`config.mk`:
```
export PLATFORM = sky130hd
export DESIGN_NAME = slv_twowire
export DESIGN_NICKNAME = d
export VERILOG_FILES = /design/src/rtl/slv_pkg.sv /design/src/rtl/slv_line_sync.sv /design/src/rtl/slv_addr_ctr.sv /design/src/rtl/slv_twowire.sv
export SDC_FILE = /design/constraint.sdc
export NUM_CORES = 1
export LEC_CHECK = 0
export BUFFER_PORTS_ARGS = -buffer_cell sky130_fd_sc_hd__buf_2
export CAP_MARGIN = 20
export CORE_ASPECT_RATIO = 1.75
export CORE_MARGIN = 4
export CORE_UTILIZATION = 57
export DETAILED_ROUTE_END_ITERATION = 8
export PLACE_DENSITY_LB_ADDON = 0.25
export SYNTH_ARGS = -nofsm -noshare
export SYNTH_HDL_FRONTEND = slang
export SYNTH_SLANG_ARGS = --single-unit
export TNS_END_PERCENT = 10
```
`constraint.sdc`:
```
create_clock -name clk -period 2.7 [get_ports clk]
set_input_delay 0.27 -clock clk [delete_from_list [all_inputs] [get_ports clk]]
set_output_delay 0.27 -clock clk [all_outputs]
set_load 0.02 [all_outputs]
```
`src/rtl/slv_pkg.sv`:
```
package slv_pkg;
  localparam int BYTE_W = 8;
  localparam logic [4:0] DEV_TAG = 5'b10100;

  typedef enum logic [2:0] {ST_IDLE, ST_RX, ST_ACK, ST_TX, ST_MACK} st_e;
  typedef enum logic [1:0] {K_DEV, K_AHI, K_ALO, K_DATA} kind_e;
endpackage

```
`src/rtl/slv_line_sync.sv`:
```
module slv_line_sync #(
  parameter int STAGES = 2
) (
  input  logic clk,
  input  logic rst,
  input  logic line_in,
  output logic lvl,
  output logic rise,
  output logic fall
);
  // STAGES synchronizer flops followed by one history flop
  logic [STAGES:0] sh;

  always_ff @(posedge clk) begin
    if (rst) sh <= '1;
    else     sh <= {sh[STAGES-1:0], line_in};
  end

  assign lvl  = sh[STAGES-1];
  assign rise = sh[STAGES-1] & ~sh[STAGES];
  assign fall = ~sh[STAGES-1] & sh[STAGES];
endmodule

```
`src/rtl/slv_addr_ctr.sv`:
```
module slv_addr_ctr #(
  parameter int ADDR_W = 15,
  parameter int PAGE_W = 6
) (
  input  logic              clk,
  input  logic              rst,
  input  logic              ld,
  input  logic [ADDR_W-1:0] ld_val,
  input  logic              inc_lin,
  input  logic              inc_pg,
  output logic [ADDR_W-1:0] cur
);
  localparam int ROW_W = ADDR_W - PAGE_W;

  logic [PAGE_W-1:0] col_nxt;
  assign col_nxt = cur[PAGE_W-1:0] + 1'b1;

  always_ff @(posedge clk) begin
    if (rst)          cur <= '0;
    else if (ld)      cur <= ld_val;
    else if (inc_lin) cur <= cur + 1'b1;
    else if (inc_pg)  cur <= {cur[ADDR_W-1:ADDR_W-ROW_W], col_nxt};
  end
endmodule

```
`src/rtl/slv_twowire.sv`:
```
module slv_twowire
  import slv_pkg::*;
#(
  parameter int ADDR_W      = 15,
  parameter int PAGE_W      = 6,
  parameter int SYNC_STAGES = 2
) (
  input  logic              clk,
  input  logic              rst,
  input  logic              scl_in,
  input  logic              sda_in,
  output logic              sda_oe,
  input  logic [1:0]        strap_a,
  output logic              rd_req,
  output logic [ADDR_W-1:0] rd_addr,
  input  logic [BYTE_W-1:0] rd_data,
  output logic              wr_stb,
  output logic [ADDR_W-1:0] wr_addr,
  output logic [BYTE_W-1:0] wr_data,
  output logic              commit_req,
  input  logic              commit_busy
);
  localparam int HI_KEEP = ADDR_W - BYTE_W;
  localparam int CNT_W   = $clog2(BYTE_W + 1);
  localparam logic [CNT_W-1:0] LAST = CNT_W'(BYTE_W);

  logic scl_lvl, scl_rise, scl_fall;
  logic sda_lvl, sda_rise, sda_fall;

  slv_line_sync #(.STAGES(SYNC_STAGES)) u_scl (
    .clk(clk), .rst(rst), .line_in(scl_in),
    .lvl(scl_lvl), .rise(scl_rise), .fall(scl_fall));
  slv_line_sync #(.STAGES(SYNC_STAGES)) u_sda (
    .clk(clk), .rst(rst), .line_in(sda_in),
    .lvl(sda_lvl), .rise(sda_rise), .fall(sda_fall));

  logic bus_start, bus_stop, quiet;
  assign bus_start = scl_lvl & sda_fall;
  assign bus_stop  = scl_lvl & sda_rise;
  assign quiet     = ~bus_start & ~bus_stop;

  st_e                st;
  kind_e              kind, nkind;
  logic [CNT_W-1:0]   cnt;
  logic [BYTE_W-1:0]  rx_sh, tx_sh;
  logic [HI_KEEP-1:0] hi_q;
  logic               rd_mode, macked, wrote, rd_pend;

  logic              byte_done, dev_match, ack_fire, rd_fire;
  logic              ctr_ld, ctr_pg;
  logic [ADDR_W-1:0] ld_val, cur;

  always_comb begin
    byte_done = quiet && (st == ST_RX) && scl_fall && (cnt == LAST);
    dev_match = (rx_sh[7:3] == DEV_TAG) && (rx_sh[2:1] == strap_a) && !commit_busy;
    ack_fire  = quiet && (st == ST_MACK) && scl_rise && !sda_lvl;
    rd_fire   = (byte_done && (kind == K_DEV) && dev_match && rx_sh[0]) || ack_fire;
    ctr_ld    = byte_done && (kind == K_ALO);
    ctr_pg    = byte_done && (kind == K_DATA);
    ld_val    = {hi_q, rx_sh};
  end

  slv_addr_ctr #(.ADDR_W(ADDR_W), .PAGE_W(PAGE_W)) u_ctr (
    .clk(clk), .rst(rst), .ld(ctr_ld), .ld_val(ld_val),
    .inc_lin(rd_fire), .inc_pg(ctr_pg), .cur(cur));

  always_ff @(posedge clk) begin
    if (rst) begin
      st <= ST_IDLE; kind <= K_DEV; nkind <= K_DEV; cnt <= '0;
      rx_sh <= '0; tx_sh <= '0; hi_q <= '0;
      rd_mode <= 1'b0; macked <= 1'b0; wrote <= 1'b0; rd_pend <= 1'b0;
      sda_oe <= 1'b0; rd_req <= 1'b0; rd_addr <= '0;
      wr_stb <= 1'b0; wr_addr <= '0; wr_data <= '0; commit_req <= 1'b0;
    end else begin
      rd_req     <= rd_fire;
      rd_pend    <= rd_fire;
      wr_stb     <= 1'b0;
      commit_req <= 1'b0;
      if (rd_fire) rd_addr <= cur;
      if (rd_pend) tx_sh <= rd_data;

      if (!quiet) begin
        // framing event: abandon whatever was in progress
        sda_oe <= 1'b0;
        cnt    <= '0;
        kind   <= K_DEV;
        if (wrote) commit_req <= 1'b1;
        wrote  <= 1'b0;
        st     <= bus_start ? ST_RX : ST_IDLE;
      end else begin
        case (st)
          ST_RX: begin
            if (scl_rise && cnt != LAST) begin
              rx_sh <= {rx_sh[BYTE_W-2:0], sda_lvl};
              cnt   <= cnt + 1'b1;
            end else if (byte_done) begin
              sda_oe <= 1'b1;
              st     <= ST_ACK;
              case (kind)
                K_DEV: begin
                  rd_mode <= rx_sh[0];
                  nkind   <= K_AHI;
                  if (!dev_match) begin
                    sda_oe <= 1'b0;
                    st     <= ST_IDLE;
                  end
                end
                K_AHI: begin
                  hi_q  <= rx_sh[HI_KEEP-1:0];
                  nkind <= K_ALO;
                end
                K_ALO: nkind <= K_DATA;
                default: begin
                  wr_stb  <= 1'b1;
                  wr_addr <= cur;
                  wr_data <= rx_sh;
                  wrote   <= 1'b1;
                  nkind   <= K_DATA;
                end
              endcase
            end
          end
          ST_ACK: begin
            if (scl_fall) begin
              cnt <= '0;
              if (kind == K_DEV && rd_mode) begin
                st     <= ST_TX;
                sda_oe <= ~tx_sh[BYTE_W-1];
              end else begin
                st     <= ST_RX;
                sda_oe <= 1'b0;
                kind   <= nkind;
              end
            end
          end
          ST_TX: begin
            if (scl_rise) begin
              cnt <= cnt + 1'b1;
            end else if (scl_fall) begin
              if (cnt == LAST) begin
                sda_oe <= 1'b0;
                st     <= ST_MACK;
              end else begin
                sda_oe <= ~tx_sh[BYTE_W-2];
                tx_sh  <= {tx_sh[BYTE_W-2:0], 1'b0};
              end
            end
          end
          ST_MACK: begin
            if (scl_rise) begin
              macked <= !sda_lvl;
            end else if (scl_fall) begin
              cnt <= '0;
              if (macked) begin
                st     <= ST_TX;
                sda_oe <= ~tx_sh[BYTE_W-1];
              end else begin
                st <= ST_IDLE;
              end
            end
          end
          default: st <= ST_IDLE;
        endcase
      end
    end
  end
endmodule

```
* After elaboration in Yosys (flattened, before gate mapping)
Index checks and enable logic that the tools add are counted.
** Storage, ports and cells
- Memories kept :: 0
- Bits of input ports :: 15
- Bits in writable memories :: 0
- Bits in registers :: 100
- Word-level logic and storage cells :: 156
- Output and inout bits :: 42
- Memory bits (read-only) :: 0
- Latch bits :: 0
** Cells by class
- Eq/ne operators :: 29
- Multiplexer cells :: 45
- Divide/modulo/power cells :: 0
- $lt $le $gt $ge :: 0
- Multipliers :: 0
- Bitwise gates (word level) :: 21
- Shift operators :: 0
- Add/sub/neg operators :: 3
- Reduce and logical (&&, ||, !) cells :: 37
** Operators with widths (number)
- 8-bit two-way mux :: 6
- 15-bit two-way mux :: 2
- 3-bit two-way mux :: 9
- 3-bit inequality test (second input constant) :: 8
- 2-bit inequality test (second input constant) :: 9
- 4-bit two-way mux :: 4
- 4-bit one-hot mux with 4 select lines :: 1
- 15-bit by 1-bit adder with 15-bit output (second input constant) :: 1
- 1-bit logical AND :: 15
- 1-bit two-way mux :: 15
- 5-bit AND reduction :: 3
- 1-bit NOT :: 14
- 3-bit one-hot mux with 4 select lines :: 1
- 4-bit AND reduction :: 3
- 3-bit AND reduction :: 3
- 9-bit AND reduction :: 1
- 2-bit two-way mux :: 4
- 8-bit AND reduction :: 1
- 1-bit bitwise AND :: 7
- 6-bit by 1-bit adder with 6-bit output (second input constant) :: 1
- 3-bit by 2-bit equality test with 1-bit output (second input constant) :: 2
- 6-bit two-way mux :: 1
- 5-bit equality test (second input constant) :: 1
- 5-bit OR reduction :: 1
- other kinds (19) :: 22

* Logic depth before layout (Yosys ltp)
- Word-level depth :: 14
- Mapped depth :: 9
- Mapped depth without buffers :: 7

* Cells and area by module
From an unflattened synthesis, not the netlist that was laid out.
** Unflattened totals
- Cells, all modules :: 491
- Area total of the unflattened synthesis :: 4367.9 um^2
** By module, submodules not included
- slv_twowire :: sequential area each 1581.5 um^2, area each 3285.7 um^2, cells each 369, instances 1
- slv_addr_ctr :: sequential area each 300.3 um^2, area each 897.1 um^2, cells each 106, instances 1
- slv_line_sync :: sequential area each 60.1 um^2, area each 92.6 um^2, cells each 8, instances 2

* Worst setup path before layout
Ideal clock, no wire load.
- Path kind :: register to register
- Start point :: register cnt[0]
- End point :: register u_ctr.cur[10]
- Buffers on the path :: 1
- Required time :: 2.567 ns
- Cell stages (with the launch flop) :: 9
- Arrival :: 1.911 ns
- Setup time :: 0.133 ns
- Period minus slack after synthesis :: 2.044 ns
- Setup slack :: 0.656 ns
- Cells stage by stage :: dfxtp_1 -> inv_1 -> ha_1 -> nor4bb_1 -> and4_1 -> a21oi_2 -> buf_2 -> o311ai_0 -> a31oi_1
** On the way
- Cells in the longest elaborated chain, start to end :: 7
- Elaborated cells on any way between the ends :: 9
- Classes of those cells :: eq/ne: 1; mux: 1; reduce/logical: 7
** Ends and longest elaborated chain
- start: declaration :: line slv_twowire.sv:44 : logic [CNT_W-1:0] cnt;
- start signal: assignment :: line slv_twowire.sv:95 : cnt <= cnt + 1'b1;
- start signal: assignment :: line slv_twowire.sv:138 : cnt <= cnt + 1'b1;
- 4-bit equality test (*) :: line slv_twowire.sv:54 : byte_done = quiet && (st == ST_RX) && scl_fall && (cnt == LAST);
- 1-bit logical AND (*) :: line slv_twowire.sv:54
- 1-bit logical AND (3 in a row) :: line slv_twowire.sv:57 : rd_fire = (byte_done && (kind == K_DEV) && dev_match && rx_sh[0]) || ack_fire;
- 1-bit logical OR :: line slv_twowire.sv:57
- 2-bit nonzero test (no line)
- end signal: assignment :: line slv_addr_ctr.sv:20 : else if (ld) cur <= ld_val;
- end signal: assignment :: line slv_addr_ctr.sv:21 : else if (inc_lin) cur <= cur + 1'b1;
- end signal: assignment :: line slv_addr_ctr.sv:22 : else if (inc_pg) cur <= {cur[ADDR_W-1:ADDR_W-ROW_W], col_nxt};
- end: declaration :: line slv_addr_ctr.sv:11 : output logic [ADDR_W-1:0] cur
Mark *: on every way between the ends. The rest lies on a longest branch, timed or not.
A chain may end at the register's enable or synchronous reset.

* Final worst setup path
- Start point :: register cnt[0]
- End point :: register u_ctr.cur[13]
The elaborated chain is that of the path after synthesis.

==> out/summary.md <==
The final critical path takes up 92.40% of the cycle. For the pin with the worst max-slew slack, the measured transition is 0.6032 ns. The proportion of total power due to net switching works out to 21.54%. The clock transition at the register clock pins on the worst setup and hold paths after CTS was 0.07 ns; the max-cap violation count was 0.

57 I/O pins were placed. The core region area was 7567 µm². The power per cell area came out at 561.3 nW/µm². The largest single stage delay on the critical path is 0.47 ns. The die is 74.68 µm wide. Walking the worst path, the cells encountered are inv_1, ha_1, nor4bb_1, and4_1, a21oi_4, buf_12, or4_1, nand3_1. The count of state elements after synthesis came out at 100. Setup repair after global routing left no endpoint under its margin. Across all register-to-register paths, the minimum setup slack is 0.21 ns. TritonCTS built the clock tree.

The worst setup path is captured at a register. After synthesis, the cell types taking the most area are sky130_fd_sc_hd__dfxtp_1, sky130_fd_sc_hd__mux2i_1, sky130_fd_sc_hd__nand2_1, sky130_fd_sc_hd__nor2_1, sky130_fd_sc_hd__a21oi_1. The number of buffers on the longest clock path is 2. The synthesized design spends more area on one cell type than any other, namely sky130_fd_sc_hd__dfxtp_1. The logs give 42 for the count of standard-cell rows and 45.2% for the share of total power in the clock network.

The number of setup buffers added after CTS came out at 0. Leaving out fill and tap cells, the most frequent cell in the layout is sky130_fd_sc_hd__dfxtp_1. TritonCTS created 9 clock buffers. Entering global routing, the biggest net connects 58 pins.

For the area of the die, the log shows 9310 µm². OpenSTA, run right after detailed placement, puts the worst setup slack at 0.2666 ns. Setup violations remaining at the end of the flow were counted as 0. The slowest stage of the critical path belongs to the cell sky130_fd_sc_hd__nor4bb_1. The net count of the finished layout is 572.

Once detail routing completed, the nets flagged for antenna violations numbered 0. Internal power: 0.002216 W. Classification of the worst-slack hold path: in -> reg. STA classifies the critical path startpoint as a register.

Number of cells produced by synthesis: 516. In the layout the commonest cells are sky130_fd_sc_hd__dfxtp_1, sky130_fd_sc_hd__nand2_1, sky130_fd_sc_hd__buf_2. The proportion of layout cells with a drive suffix above 1 is 17.17%, and the register area share after synthesis is 45.15%.

In this run the power spent charging and discharging nets is 0.0006082 W. The number of buffers and inverters on the critical path is 2. The logs give 2.097 nW for the leakage power summed over all cells and 0.2053 ns for the final worst setup slack. In the final timing run, aggregate negative setup slack is 0 ns. The mapped netlist covers 4434 µm². The worst hold slack after final layout is 0.1100 ns. The biggest fanout along the worst timing path is 25. The initial utilization of the core area, before any placement, comes to 58.60%.

The number of vias per cell after detailed routing came out at 6.068. Grouping stages by cell kind, the critical path spends the most delay in simple AND/OR/NAND/NOR gates. The number of buffer cells added on primary ports works out to 56. Detailed placement finished with a half-perimeter wire length of 7.509 mm. Clock skew on the completed layout was measured at 0.01027 ns. The final-report hold violation count came out at 0. Insertion delay of the later-clocked pin in the worst-skew pair: 0.34 ns. The initial antenna violation count is 0, and the area overhead of the layout relative to synthesis is 13.46%. The time the worst path needs with I/O delays and setup is 2.495 ns, and the via count of the first global-routing pass is 3840. The most instantiated flip-flop cell in the synthesis netlist is sky130_fd_sc_hd__dfxtp_1. In this run, post-CTS repair resized a total of 0 instances.

After clock tree synthesis, the flow added hold-fix buffers numbering 0. For this run, the number of Yosys warnings is 0. The required time at the worst-slack endpoint came out at 2.98 ns.

Data arrives at the worst endpoint at 2.77 ns. The critical path is of the reg -> reg type. Combinational logic burns 2.2% of the power. The total number of vias was 3926; the mean area per synthesized cell was 8.594 µm². Clock tree synthesis selected as its root buffer the cell sky130_fd_sc_hd__clkbuf_16. The flow ran to the end, and the final reports show no timing, DRC or antenna violations.

The synthesized design contains 0 enable-type register cells. Number of diodes added for antenna fixing: 0. The final core area utilization was 66.48%. The post-detailed-route DRC marker count is 0. For the net count of the mapped netlist, the log shows 534. The share of flip-flops with an asynchronous set or reset after synthesis is 0%, and the number of unique standard cell types used by synthesis is 62. The final estimated routing congestion in global placement is 0.9408, and the count of TritonRoute iterations in the first routing pass is 7. The number of slew-limit violations in the final report is 0, and the overall routed net length is 10.75 mm. The top-area cell type share of the netlist area is 45.15%, and the worst-case vdd ir drop is 0.4270 mV.

The total global routing track utilization was 24.71%. For the highest attainable clock frequency, the log shows 400.9 MHz. In this run, the number of DRC markers left after iteration 0 of detailed routing was 234. The final global-route overflow total is 0, and the number of H-tree levels is 3. The floorplan step set the die height to 124.7 µm. The total clock sinks is 100.

For the share of total power in sequential cells, the log shows 52.6%. The first global-routing pass estimated 18.19 mm of wire. The wire length per cell is 16.62 µm. Measured against its own limit, the worst slew margin works out to 59.54%.
[Yosys cell counts (all sizes together), types with 3 or more instances]
| cell type | n |
|---|---|
| a211oi | 12 |
| a21o | 3 |
| a21oi | 39 |
| a221oi | 4 |
| a31o | 3 |
| a31oi | 7 |
| a32oi | 6 |
| and3 | 6 |
| and3b | 3 |
| and4 | 3 |
| buf | 10 |
| clkbuf | 26 |
| dfxtp | 100 |
| ha | 3 |
| inv | 5 |
| mux2i | 34 |
| nand2 | 89 |
| nand2b | 3 |
| nand3 | 14 |
| nand3b | 3 |
| nand4 | 3 |
| nor2 | 53 |
| nor2b | 8 |
| nor3 | 10 |
| nor3b | 3 |
| o21ai | 5 |
| o22ai | 3 |
| o2bb2ai | 3 |
| or2 | 7 |
| or3 | 4 |
| or3b | 6 |
| or4 | 5 |
[worst reg2reg max path, stage by stage (launching register included)]
cell	delay, ns
sky130_fd_sc_hd__dfxtp_1	0.34
sky130_fd_sc_hd__inv_1	0.09
sky130_fd_sc_hd__ha_1	0.21
sky130_fd_sc_hd__nor4bb_1	0.47
sky130_fd_sc_hd__and4_1	0.39
sky130_fd_sc_hd__a21oi_4	0.17
sky130_fd_sc_hd__buf_12	0.22
sky130_fd_sc_hd__or4_1	0.47
sky130_fd_sc_hd__nand3_1	0.09
[path summary, 6_finish.rpt]
kind,startpoint,endpoint,cells after the start
worst max-delay path,cnt[0],u_ctr.cur[13],8
worst min-delay path,scl_in,u_scl.sh[0],2
worst max register to register,cnt[0],u_ctr.cur[13],8
worst min register to register,u_scl.sh[0],u_scl.sh[1],1
[flip-flops by register name, summed over array words and instances (netlist names), 3 cells and up]
register / flops
rd_addr: 15
u_ctr.cur: 15
wr_addr: 15
rx_sh: 8
tx_sh: 8
wr_data: 8
hi_q: 7
cnt: 4
st: 3
u_scl.sh: 3
u_sda.sh: 3
[through the flow]
| stage | power, W | instances | area [µm²] |
|---|---|---|---|
| floorplan | 0.001560 | 516 | 4434 |
| global placement | 0.001580 | 631 | 4737 |
| detailed placement | 0.001581 | 631 | 4737 |
| CTS | 0.002842 | 647 | 5031 |
| global route | 0.002920 | 647 | 5031 |
| finish | 0.002824 | 647 | 5031 |
[kinds of logic after synthesis]
family          count (synthesis)  share of synthesized area, %
fa+ha+maj                       3                        0.8466
xor+xnor                        3                        0.5927
mux                            35                         7.929
flops                         100                         45.15
simple gates                  231                         25.93
buf+inv                        42                         4.119
compound gates                102                         15.44
[per-layer routing]
layer	routed length, µm	part of all wire [%]	up-vias	GRT usage [%]
li1	-	-	1909	-
met1	4152	39	1856	28.71
met2	5726	53	123	40.95
met3	444	4.1	38	4.443
met4	431	4.0	0	14.15
met5	0	0	-	0
[final cells by class]
type / count / area [µm²]
clock buffers: 10 / 229.0
fillers: 666 / 2536
well taps: 88 / 110.1
multi-input cells: 374 / 2257
inverters: 6 / 22.52
repair buffers: 63 / 345.3
flip-flops and latches: 100 / 2002
clock inverters: 6 / 65.06
[power groups by stage]
stage / registers (W) / clock network, W / logic [W]
2_1_floorplan: 0.00152 / 0 / 0.0000449
3_3_place_gp: 0.00152 / 0 / 0.0000606
3_5_place_dp: 0.00152 / 0 / 0.0000613
4_1_cts: 0.00149 / 0.00129 / 0.0000618
5_1_grt: 0.00149 / 0.00137 / 0.0000691
6_report: 0.00149 / 0.00128 / 0.0000620
Note: power is estimated with default switching activity, not from simulation.
